==> src/rtl/acr_pkg.sv <==
package acr_pkg;
    localparam int ADDR_W  = 7;
    localparam int DATA_W  = 16;
    localparam int IDX_W   = ADDR_W - 1;
    localparam int NUM_IDX = 1 << IDX_W;
    localparam int SLOT_W  = 4;

    typedef logic [DATA_W-1:0] word_t;
    typedef logic [IDX_W-1:0]  idx_t;

    typedef enum logic [2:0] {
        K_NONE,
        K_RW,
        K_CONST,
        K_SRST,
        K_EXTID
    } kind_e;

    typedef struct packed {
        logic [NUM_IDX-1:0][DATA_W-1:0] w;
    } store_t;

    typedef struct packed {
        word_t data;
    } rd_state_t;

    localparam idx_t  IDX_SRST  = idx_t'(6'h00);
    localparam idx_t  IDX_PWR   = idx_t'(6'h13);
    localparam idx_t  IDX_EXTID = idx_t'(6'h14);
    localparam idx_t  IDX_VEND  = idx_t'(6'h31);
    localparam word_t PWR_KEEP  = 16'h000F;
    localparam word_t SRST_WORD = 16'h0040;
    localparam int    VEND_SEL_BIT = 2;
    localparam int    VEND_CLK_BIT = 1;

    function automatic kind_e idx_kind(input idx_t idx);
        case (idx)
            6'h00:  return K_SRST;
            6'h14:  return K_EXTID;
            6'h3E, 6'h3F: return K_CONST;
            6'h01, 6'h03, 6'h04, 6'h05, 6'h06, 6'h07,
            6'h08, 6'h09, 6'h0A, 6'h0B, 6'h0C, 6'h0D,
            6'h0E, 6'h10, 6'h11, 6'h13, 6'h31, 6'h33,
            6'h34:  return K_RW;
            default: return K_NONE;
        endcase
    endfunction

    function automatic word_t idx_default(input idx_t idx);
        case (idx)
            6'h00:               return SRST_WORD;
            6'h01, 6'h03, 6'h0E: return 16'h8000;
            6'h04:               return 16'h0707;
            6'h06, 6'h07:        return 16'h8008;
            6'h08, 6'h09, 6'h0A,
            6'h0B, 6'h0C:        return 16'h8808;
            6'h31:               return 16'h0224;
            6'h34:               return 16'h0C00;
            6'h3E:               return 16'h594D;
            6'h3F:               return 16'h4800;
            default:             return 16'h0000;
        endcase
    endfunction

    function automatic word_t idx_wmask(input idx_t idx);
        case (idx)
            6'h01:               return 16'hBF3F;
            6'h03:               return 16'h803F;
            6'h04, 6'h0D:        return 16'h0707;
            6'h05:               return 16'h801E;
            6'h06:               return 16'h801F;
            6'h07:               return 16'h805F;
            6'h08, 6'h09, 6'h0A,
            6'h0B, 6'h0C:        return 16'h9F1F;
            6'h0E:               return 16'h8F0F;
            6'h10:               return 16'hA380;
            6'h11:               return 16'h0E00;
            6'h13:               return 16'hBF0F;
            6'h31:               return 16'h0006;
            6'h33:               return 16'hFFFF;
            6'h34:               return 16'h0C00;
            default:             return 16'h0000;
        endcase
    endfunction

    function automatic store_t reset_image();
        store_t img;
        for (int i = 0; i < NUM_IDX; i++) begin
            img.w[i] = (idx_kind(idx_t'(i)) == K_RW) ? idx_default(idx_t'(i)) : '0;
        end
        return img;
    endfunction
endpackage

==> src/rtl/acr_id_map.sv <==
module acr_id_map
    import acr_pkg::*;
(
    input  logic              strap0_n,
    input  logic              strap1_n,
    input  logic              force_primary,
    output logic [1:0]        id,
    output logic [SLOT_W-1:0] slot_l,
    output logic [SLOT_W-1:0] slot_r,
    output word_t             ext_id
);
    logic [1:0] id_c;
    logic       lfe_dac, sur_dac, ctr_dac;

    always_comb begin
        id_c = force_primary ? 2'b00 : {~strap1_n, ~strap0_n};
        case (id_c)
            2'b10:   begin slot_l = SLOT_W'(7); slot_r = SLOT_W'(8); end
            2'b11:   begin slot_l = SLOT_W'(6); slot_r = SLOT_W'(9); end
            default: begin slot_l = SLOT_W'(3); slot_r = SLOT_W'(4); end
        endcase
        sur_dac = (id_c == 2'b10);
        lfe_dac = (id_c == 2'b11);
        ctr_dac = (id_c == 2'b11);
        ext_id  = '0;
        ext_id[15:14] = id_c;
        ext_id[9]     = 1'b1;
        ext_id[8]     = lfe_dac;
        ext_id[7]     = sur_dac;
        ext_id[6]     = ctr_dac;
        id = id_c;
    end
endmodule

==> src/rtl/acr_reg_store.sv <==
module acr_reg_store
    import acr_pkg::*;
(
    input  logic   clk,
    input  logic   rst_n,
    input  logic   wr_en,
    input  idx_t   wr_idx,
    input  word_t  wr_data,
    output store_t regs
);
    store_t st_d, st_q;

    always_comb begin
        word_t mask;
        word_t dflt;
        st_d = st_q;
        mask = idx_wmask(wr_idx);
        dflt = idx_default(wr_idx);
        if (wr_en) begin
            case (idx_kind(wr_idx))
                K_RW: st_d.w[wr_idx] = (dflt & ~mask) | (wr_data & mask);
                K_SRST: begin
                    st_d = reset_image();
                    st_d.w[IDX_PWR] = (st_d.w[IDX_PWR] & ~PWR_KEEP)
                                    | (st_q.w[IDX_PWR] & PWR_KEEP);
                end
                default: ;
            endcase
        end
    end

    always_ff @(posedge clk or negedge rst_n) begin
        if (!rst_n) st_q <= reset_image();
        else        st_q <= st_d;
    end

    assign regs = st_q;
endmodule

==> src/rtl/acr_ctrl_bank.sv <==
module acr_ctrl_bank
    import acr_pkg::*;
(
    input  logic              clk,
    input  logic              rst_n,
    input  logic [ADDR_W-1:0] addr,
    input  logic [DATA_W-1:0] wr_data,
    input  logic              wr_en,
    input  logic              rd_en,
    output logic [DATA_W-1:0] rd_data,
    input  logic              id_strap0_n,
    input  logic              id_strap1_n,
    input  logic              id_force_primary,
    output logic [1:0]        codec_id,
    output logic [SLOT_W-1:0] dac_slot_left,
    output logic [SLOT_W-1:0] dac_slot_right,
    output logic              dig_out_sel,
    output logic              clk_out_en
);
    idx_t      idx;
    logic      even;
    store_t    regs;
    word_t     ext_id;
    rd_state_t rd_d, rd_q;

    assign idx  = addr[ADDR_W-1:1];
    assign even = ~addr[0];

    acr_id_map u_id (
        .strap0_n      (id_strap0_n),
        .strap1_n      (id_strap1_n),
        .force_primary (id_force_primary),
        .id            (codec_id),
        .slot_l        (dac_slot_left),
        .slot_r        (dac_slot_right),
        .ext_id        (ext_id)
    );

    acr_reg_store u_store (
        .clk     (clk),
        .rst_n   (rst_n),
        .wr_en   (wr_en & even),
        .wr_idx  (idx),
        .wr_data (wr_data),
        .regs    (regs)
    );

    always_comb begin
        word_t look;
        case (idx_kind(idx))
            K_SRST:  look = SRST_WORD;
            K_EXTID: look = ext_id;
            K_CONST: look = idx_default(idx);
            K_RW:    look = regs.w[idx];
            default: look = '0;
        endcase
        if (!even) look = '0;
        rd_d = rd_q;
        if (rd_en) rd_d.data = look;
    end

    always_ff @(posedge clk or negedge rst_n) begin
        if (!rst_n) rd_q <= '0;
        else        rd_q <= rd_d;
    end

    assign rd_data     = rd_q.data;
    assign dig_out_sel = regs.w[IDX_VEND][VEND_SEL_BIT];
    assign clk_out_en  = regs.w[IDX_VEND][VEND_CLK_BIT];
endmodule

==> config.mk <==
export PLATFORM = sky130hd
export DESIGN_NAME = acr_ctrl_bank
export DESIGN_NICKNAME = d
export VERILOG_FILES = /design/src/rtl/acr_pkg.sv /design/src/rtl/acr_id_map.sv /design/src/rtl/acr_reg_store.sv /design/src/rtl/acr_ctrl_bank.sv
export SDC_FILE = /design/constraint.sdc
export NUM_CORES = 2
export LEC_CHECK = 0
export ABC_AREA = 1
export BUFFER_PORTS_ARGS = -buffer_cell sky130_fd_sc_hd__buf_2
export CAP_MARGIN = 10
export CELL_PAD_IN_SITES_DETAIL_PLACEMENT = 1
export CELL_PAD_IN_SITES_GLOBAL_PLACEMENT = 1
export CORE_UTILIZATION = 25
export CTS_BUF_LIST = sky130_fd_sc_hd__clkbuf_4 sky130_fd_sc_hd__clkbuf_8 sky130_fd_sc_hd__clkbuf_16
export DETAILED_ROUTE_END_ITERATION = 8
export GPL_TIMING_DRIVEN = 0
export PLACE_DENSITY_LB_ADDON = 0.1
export SLEW_MARGIN = 5
export SYNTH_ARGS = -nofsm -noshare
export SYNTH_HDL_FRONTEND = slang
export SYNTH_SLANG_ARGS = --single-unit
==> constraint.sdc <==
create_clock -name clk -period 3.7 [get_ports clk]
set_input_delay 0.185 -clock clk [delete_from_list [all_inputs] [get_ports clk]]
set_output_delay 0.185 -clock clk [all_outputs]
set_load 0.05 [all_outputs]
Word-level counts from Yosys, hierarchy flattened
Memories as Yosys holds them, arrays and structs flattened.
Index checks and enable logic that the tools add are counted.
W data, S select, Z words.
{ "totals": {"memories": 5, "word_cells": 106, "romBits": 3072, "regBits": 1040, "in_bits": 30, "out_inout_bits": 28} }
{ "classes": {"reduce_logical": 4, "eq_ne": 8, "magnitude_cmp": 2, "muxes": 12, "bitwise_logic": 9} }
{ "memory_table": {"columns": ["memory", "words", "word_bits", "rd", "rd_clocked_by_memory_dff", "wr", "line_no", "text"], "rows": [
  ["(name not given)", 64, 16, 1, 0, 0, "acr_pkg.sv:66", "case (idx)"],
  ["(name not given)", 64, 13, 1, 0, 0, "acr_pkg.sv:50", "case (idx)"],
  ["(name not given)", 64, 13, 1, 0, 0, "acr_pkg.sv:50", null],
  ["(name not given)", 64, 3, 1, 0, 0, "acr_pkg.sv:37", "case (idx)"],
  ["(name not given)", 64, 3, 1, 0, 0, "acr_pkg.sv:37", null]
]} }
{ "op_table": {"columns": ["cell", "n"], "rows": [
  ["$pmux W1024 S2", 1],
  ["$bwmux W1024", 1],
  ["$bmux W16 S6", 1],
  ["$demux W16 S6", 1],
  ["$pmux W16 S4", 1],
  ["$mux W16", 3],
  ["$and A16 B16 Y16", 2],
  ["$not A16 Y16", 1],
  ["$or A16 B16 Y16", 1],
  ["$eq A3 B2 Y1 const B", 3],
  ["$pmux W4 S2", 1],
  ["$lt A6 B7 Y1 const B", 1],
  ["$eq A3 B1 Y1 const B", 2],
  ["$ge A6 B1 Y1 const B", 1],
  ["$pmux W3 S2", 1],
  ["$eq A2 B2 Y1 const B", 2],
  ["$not A1 Y1", 4],
  ["$eq A3 B3 Y1 const B", 1],
  ["$mux W3", 1],
  ["$reduce_and A3 Y1", 1],
  ["$mux W2", 1],
  ["$reduce_and A2 Y1", 1],
  ["$reduce_bool A2 Y1", 1],
  ["$and A1 B1 Y1", 1],
  ["$logic_and A1 B1 Y1", 1]
]} }

Depth between registers and ports, before layout
{ "logic_depth": {"ltp_word": 6, "ltp_mapped": 17} }

Hierarchy
Synthesis repeated with hierarchy kept, for this count alone.
{ "hier_totals": {"cells_unflattened": 6417, "area_unflattened_um2": 47793.3} }
{ "modules_own_cells": {"columns": ["module", "cells_each", "seq_area_each_um2", "n_inst", "area_per_inst_um2"], "rows": [
  ["acr_reg_store", 3660, 25665.9, 1, 36251.0],
  ["acr_ctrl_bank", 2723, 400.4, 1, 11324.6],
  ["acr_id_map", 34, 0.0, 1, 217.7]
]} }

Worst setup path after synthesis
Ideal clock, no wire load.
{ "synth_path": {"path_kind": "input to register", "start": "input port id_strap0_n", "end": "register rd_q, in the netlist rd_data[8]", "path_stages": 9, "t_required_ns": 3.634, "slack_ns": 0.965, "path_buffers": 0, "t_arrival_ns": 2.669, "setup_ns": 0.066, "cell_sequence": "nor2_1 inv_1 nor2_1 inv_1 o21ai_0 inv_1 nand2_1 nand2_1 nand2_1"} }
{ "synth_between": {"elab_chain_len": 5} }
{ "synth_rtl": {"columns": ["item", "line_no", "text"], "rows": [
  ["start, declared", "acr_ctrl_bank.sv:11", "input logic id_strap0_n,"],
  ["$not A1 Y1", "acr_id_map.sv:16", "id_c = force_primary ? 2'b00 : {~strap1_n, ~strap0_n};"],
  ["$mux W2", "acr_id_map.sv:16", null],
  ["$eq A2 B2 Y1", "acr_id_map.sv:23", "lfe_dac = (id_c == 2'b11);"],
  ["$pmux W16 S4", "acr_ctrl_bank.sv:50", "case (idx_kind(idx))"],
  ["$mux W16", "acr_ctrl_bank.sv:57", "if (!even) look = '0;"],
  ["end signal, assigned", "acr_ctrl_bank.sv:64", "else rd_q <= rd_d;"],
  ["end, declared", "acr_ctrl_bank.sv:24", "rd_state_t rd_d, rd_q;"]
]} }
Every way passes these cells.
A chain may end at the register's enable or synchronous reset.

Final worst setup path
{ "layout_path": {"start": "input port addr[1]", "end": "register rd_q, in the netlist rd_data[9]"} }
{ "layout_between": {"elab_chain_len": 4} }
{ "layout_rtl": {"columns": ["item", "line_no", "text"], "rows": [
  ["start, declared", "acr_ctrl_bank.sv:6", "input logic [ADDR_W-1:0] addr,"],
  ["$mem_v2 Z64 W3 or $bmux W16 S6 (tied branches)", null, null],
  ["$eq A3 B1 Y1, or another cell as far along", "acr_ctrl_bank.sv:50", null],
  ["$pmux W16 S4 (*)", "acr_ctrl_bank.sv:50", null],
  ["$mux W16 (*)", "acr_ctrl_bank.sv:57", null]
]} }
Mark *: on every way between the ends. The rest lies on a longest branch, timed or not. The select of a mux whose other input is x is not followed.

==> out/qor.csv <==
metric,value,unit
status,"finished, violations left",
failing checks,"DRC, setup timing",
vias in the first global route,34600,
CTS Buf Count,111,
most used cell along the critical path,nand2_1,
Yosys warnings,0,
Place WS,-1.70,ns
per-cell routed wire length,30.4,um
DRC violations left,16,
vias per cell,4.81,
Area contributors post-synth,"dfrtp_1 (54%), nand2_1 (17%), inv_1 (7.1%)",
HPWL after DPL,152000,um
crit path DAT,4.43,ns
Required @ worst endpoint,4.39,ns
Core ar.,0.154,sq mm
endpoints failing setup,6,
CP Class,primary input to flip-flop,
slew margin rel.,7.03,%
crit-path max cell delay,0.98,ns
Syn-to-layout area delta,18.8,%
Top Ports,58,
1st-iter DRT viols,3253,
ys async rst share,100,%
FMAX,267,MHz
setup tns final,-0.0618,ns
total track usage,27.7,%
worst min path class,primary input to flip-flop,
post-route ant nets,0,
crit path max fanout,10,
routability cong.,0.966,
Yosys top cell area share,54.5,%
"CTS clk-pin slew, worst paths",0.06,ns
Initial Utilization,25.2,%
global route total overflow,0,
period utilisation layout,101,%
"Cell Chain, Critical Path","buf_2, buf_2, buf_2, clkbuf_1, nand2_1, nand3_1, nand2_1, o21ai_0, nand2_1, nor2_1, nand3_1, nand2_1, nand2_1, nand2_1",
drt pass-1 iters,8,
DIE HEIGHT,396,um
CP max-delay cell,clkbuf_1,
CTS tree,yes,
Final Net Count,5047,
clock skew,0.0429,ns
routed wl met2,97600,um
H-tree depth,3,
"Hold Violations, Final",0,
die width,396,um
Max Slew Vio Count,0,
P per Cell Area,509,mW/mm^2
register area share after synthesis,56.7,%
syn avg cell area,8.08,sq um
crit path capture type,flip-flop,
Leakage,25.6,nW
WL met3,11300,um
WL final,217000,um
Final min period,3.74,ns
placed instance area,0.0421,sq mm
CTS root buffer,clkbuf_16,
initial antenna violation count,29,
clock sink count,880,
via count,34400,
share of cells above drive strength 1,11.4,%
M1 WL,100000,um
global-route wire length before repair,298000,um
Skew-Pair Late Insertion Delay,0.76,ns
count of flip-flops with a built-in enable after synthesis,0,
post-CTS setup buffers,0,
Post-Syn Instances,4813,
synth unique cells,43,
slew at the pin closest to its max-slew limit,1.39,ns
Mapped Area,0.0389,sq mm
DIE AREA,0.157,sq mm
Cell Rows,144,
# Max-Cap Violations,0,
Synth Flop Type,dfrtp_1,
"area leader, netlist",dfrtp_1,
post-placement cell count,6923,
final worst slack,-0.0390,ns
top routing layer used,met5,
Worst VDD drop,0.350,mV
"FF+latch count, synth",880,
clk buf depth,3,
post-route design area,0.0462,sq mm
RSZ-0062 raised after global routing,yes,
pin count of the biggest net entering global routing,138,
startpoint types,primary input,
fin cells,7153,
port bufs,51,
[power by group]
group / total (W) / leakage [nW] / internal (W) / switching, W
registers: 0.00991 / 11.8 / 0.00983 / 0.0000806
clock network: 0.0115 / 1.94 / 0.00678 / 0.00469
logic: 0.00213 / 11.9 / 0.000396 / 0.00173
total: 0.0235 / 25.6 / 0.0170 / 0.00650
[path summary, 6_finish.rpt]
check | slack, ns | cells after the start | end | from
max | -0.04 | 14 | rd_data[9] | addr[1]
min | 0.06 | 5 | u_store.regs[115] | wr_data[3]
max reg2reg | 0.80 | 10 | rd_data[9] | u_store.regs[665]
min reg2reg | 0.46 | 2 | u_store.regs[674] | u_store.regs[674]
max in group asynchronous | 1.04 | 6 | u_store.regs[182] | rst_n
min in group asynchronous | 0.52 | 3 | u_store.regs[637] | rst_n
[routing by layer]
layer,global-route usage (%),vias to the layer above
li1,-,15200
met3,3.71,290
met4,9.12,2
met2,43.6,1006
met5,0,-
met1,39.0,17900
[critical path, delay by kind of cell]
family / cells / cell delay [ns]
AND/OR/NAND/NOR: 9 / 1.82
AO/OA/AOI/OAI: 1 / 0.52
buffers and inverters: 4 / 1.86
[cell type report]
class | instances | area, sq um
antenna | 5 | 12.5
buffer | 283 | 1480
clock buffer | 175 | 3470
clock inverter | 30 | 348
fill | 18500 | 108000
inverter | 754 | 2840
multi-input combinational | 2897 | 12700
sequential | 880 | 22100
tap | 2044 | 2560
timing repair buffer | 85 | 778
[timing repair]
item | 4_1_cts | 5_1_grt
cloned | 0 | 0
gates resized for setup | 19 | 11
setup endpoints to repair | 858 | 33
endpoints found under the hold margin | 284 | 0
hold buffers | 19 | 0
[cells in the final DEF (no fill, tap or decap), drive strengths merged, types with 3 or more instances in the layout]
master,n
conb,3
dlygate4sd3,19
nand3,464
dfstp,33
clkbuf,296
clkinv,23
o211ai,36
nand2,1765
buf,227
ha,5
o21ai,262
o22ai,55
nand4,66
a22oi,9
nor3,10
dfrtp,847
nor2,164
a21oi,47
diode,5
o21a,3
bufinv,5
inv,756
[cell usage after synthesis, drive strengths merged, types with 2 or more instances]
cell / instances
ha: 5
nand4: 66
nor2: 164
o2111ai: 2
conb: 2
inv: 753
a22oi: 9
clkbuf: 121
o21a: 3
nor3: 10
dfrtp: 847
nand2: 1765
nand3: 464
dfstp: 33
o22ai: 55
o211ai: 36
o21ai: 262
buf: 162
a21oi: 47
[state kept, by name (all words and copies together) (netlist names)]
| signal | count |
|---|---|
| rd_data | 16 |
| u_store.regs | 864 |
[metrics by stage]
| stage | hold WS [ns] | util (%) | total power (W) |
|---|---|---|---|
| final | 0.0614 | 30.0 | 0.0235 |
| after global routing | 0.0516 | 30.0 | 0.0241 |
| after CTS | 0.0134 | 29.9 | 0.0237 |
| after detailed placement | 0.165 | 27.3 | 0.0122 |
| after global placement | 0.448 | 27.0 | 0.0121 |
| after floorplan | -0.111 | - | 0.0108 |
[kinds of logic after synthesis]
group                      synth area share, %
DFF                                       56.7
adders and majority gates                0.161
buffers and inverters                     10.8
other                                   0.0193
and+or+nand+nor                           26.4
AOI/OAI and AO/OA                         5.91
No activity file was read; power rests on OpenSTA's default activity.
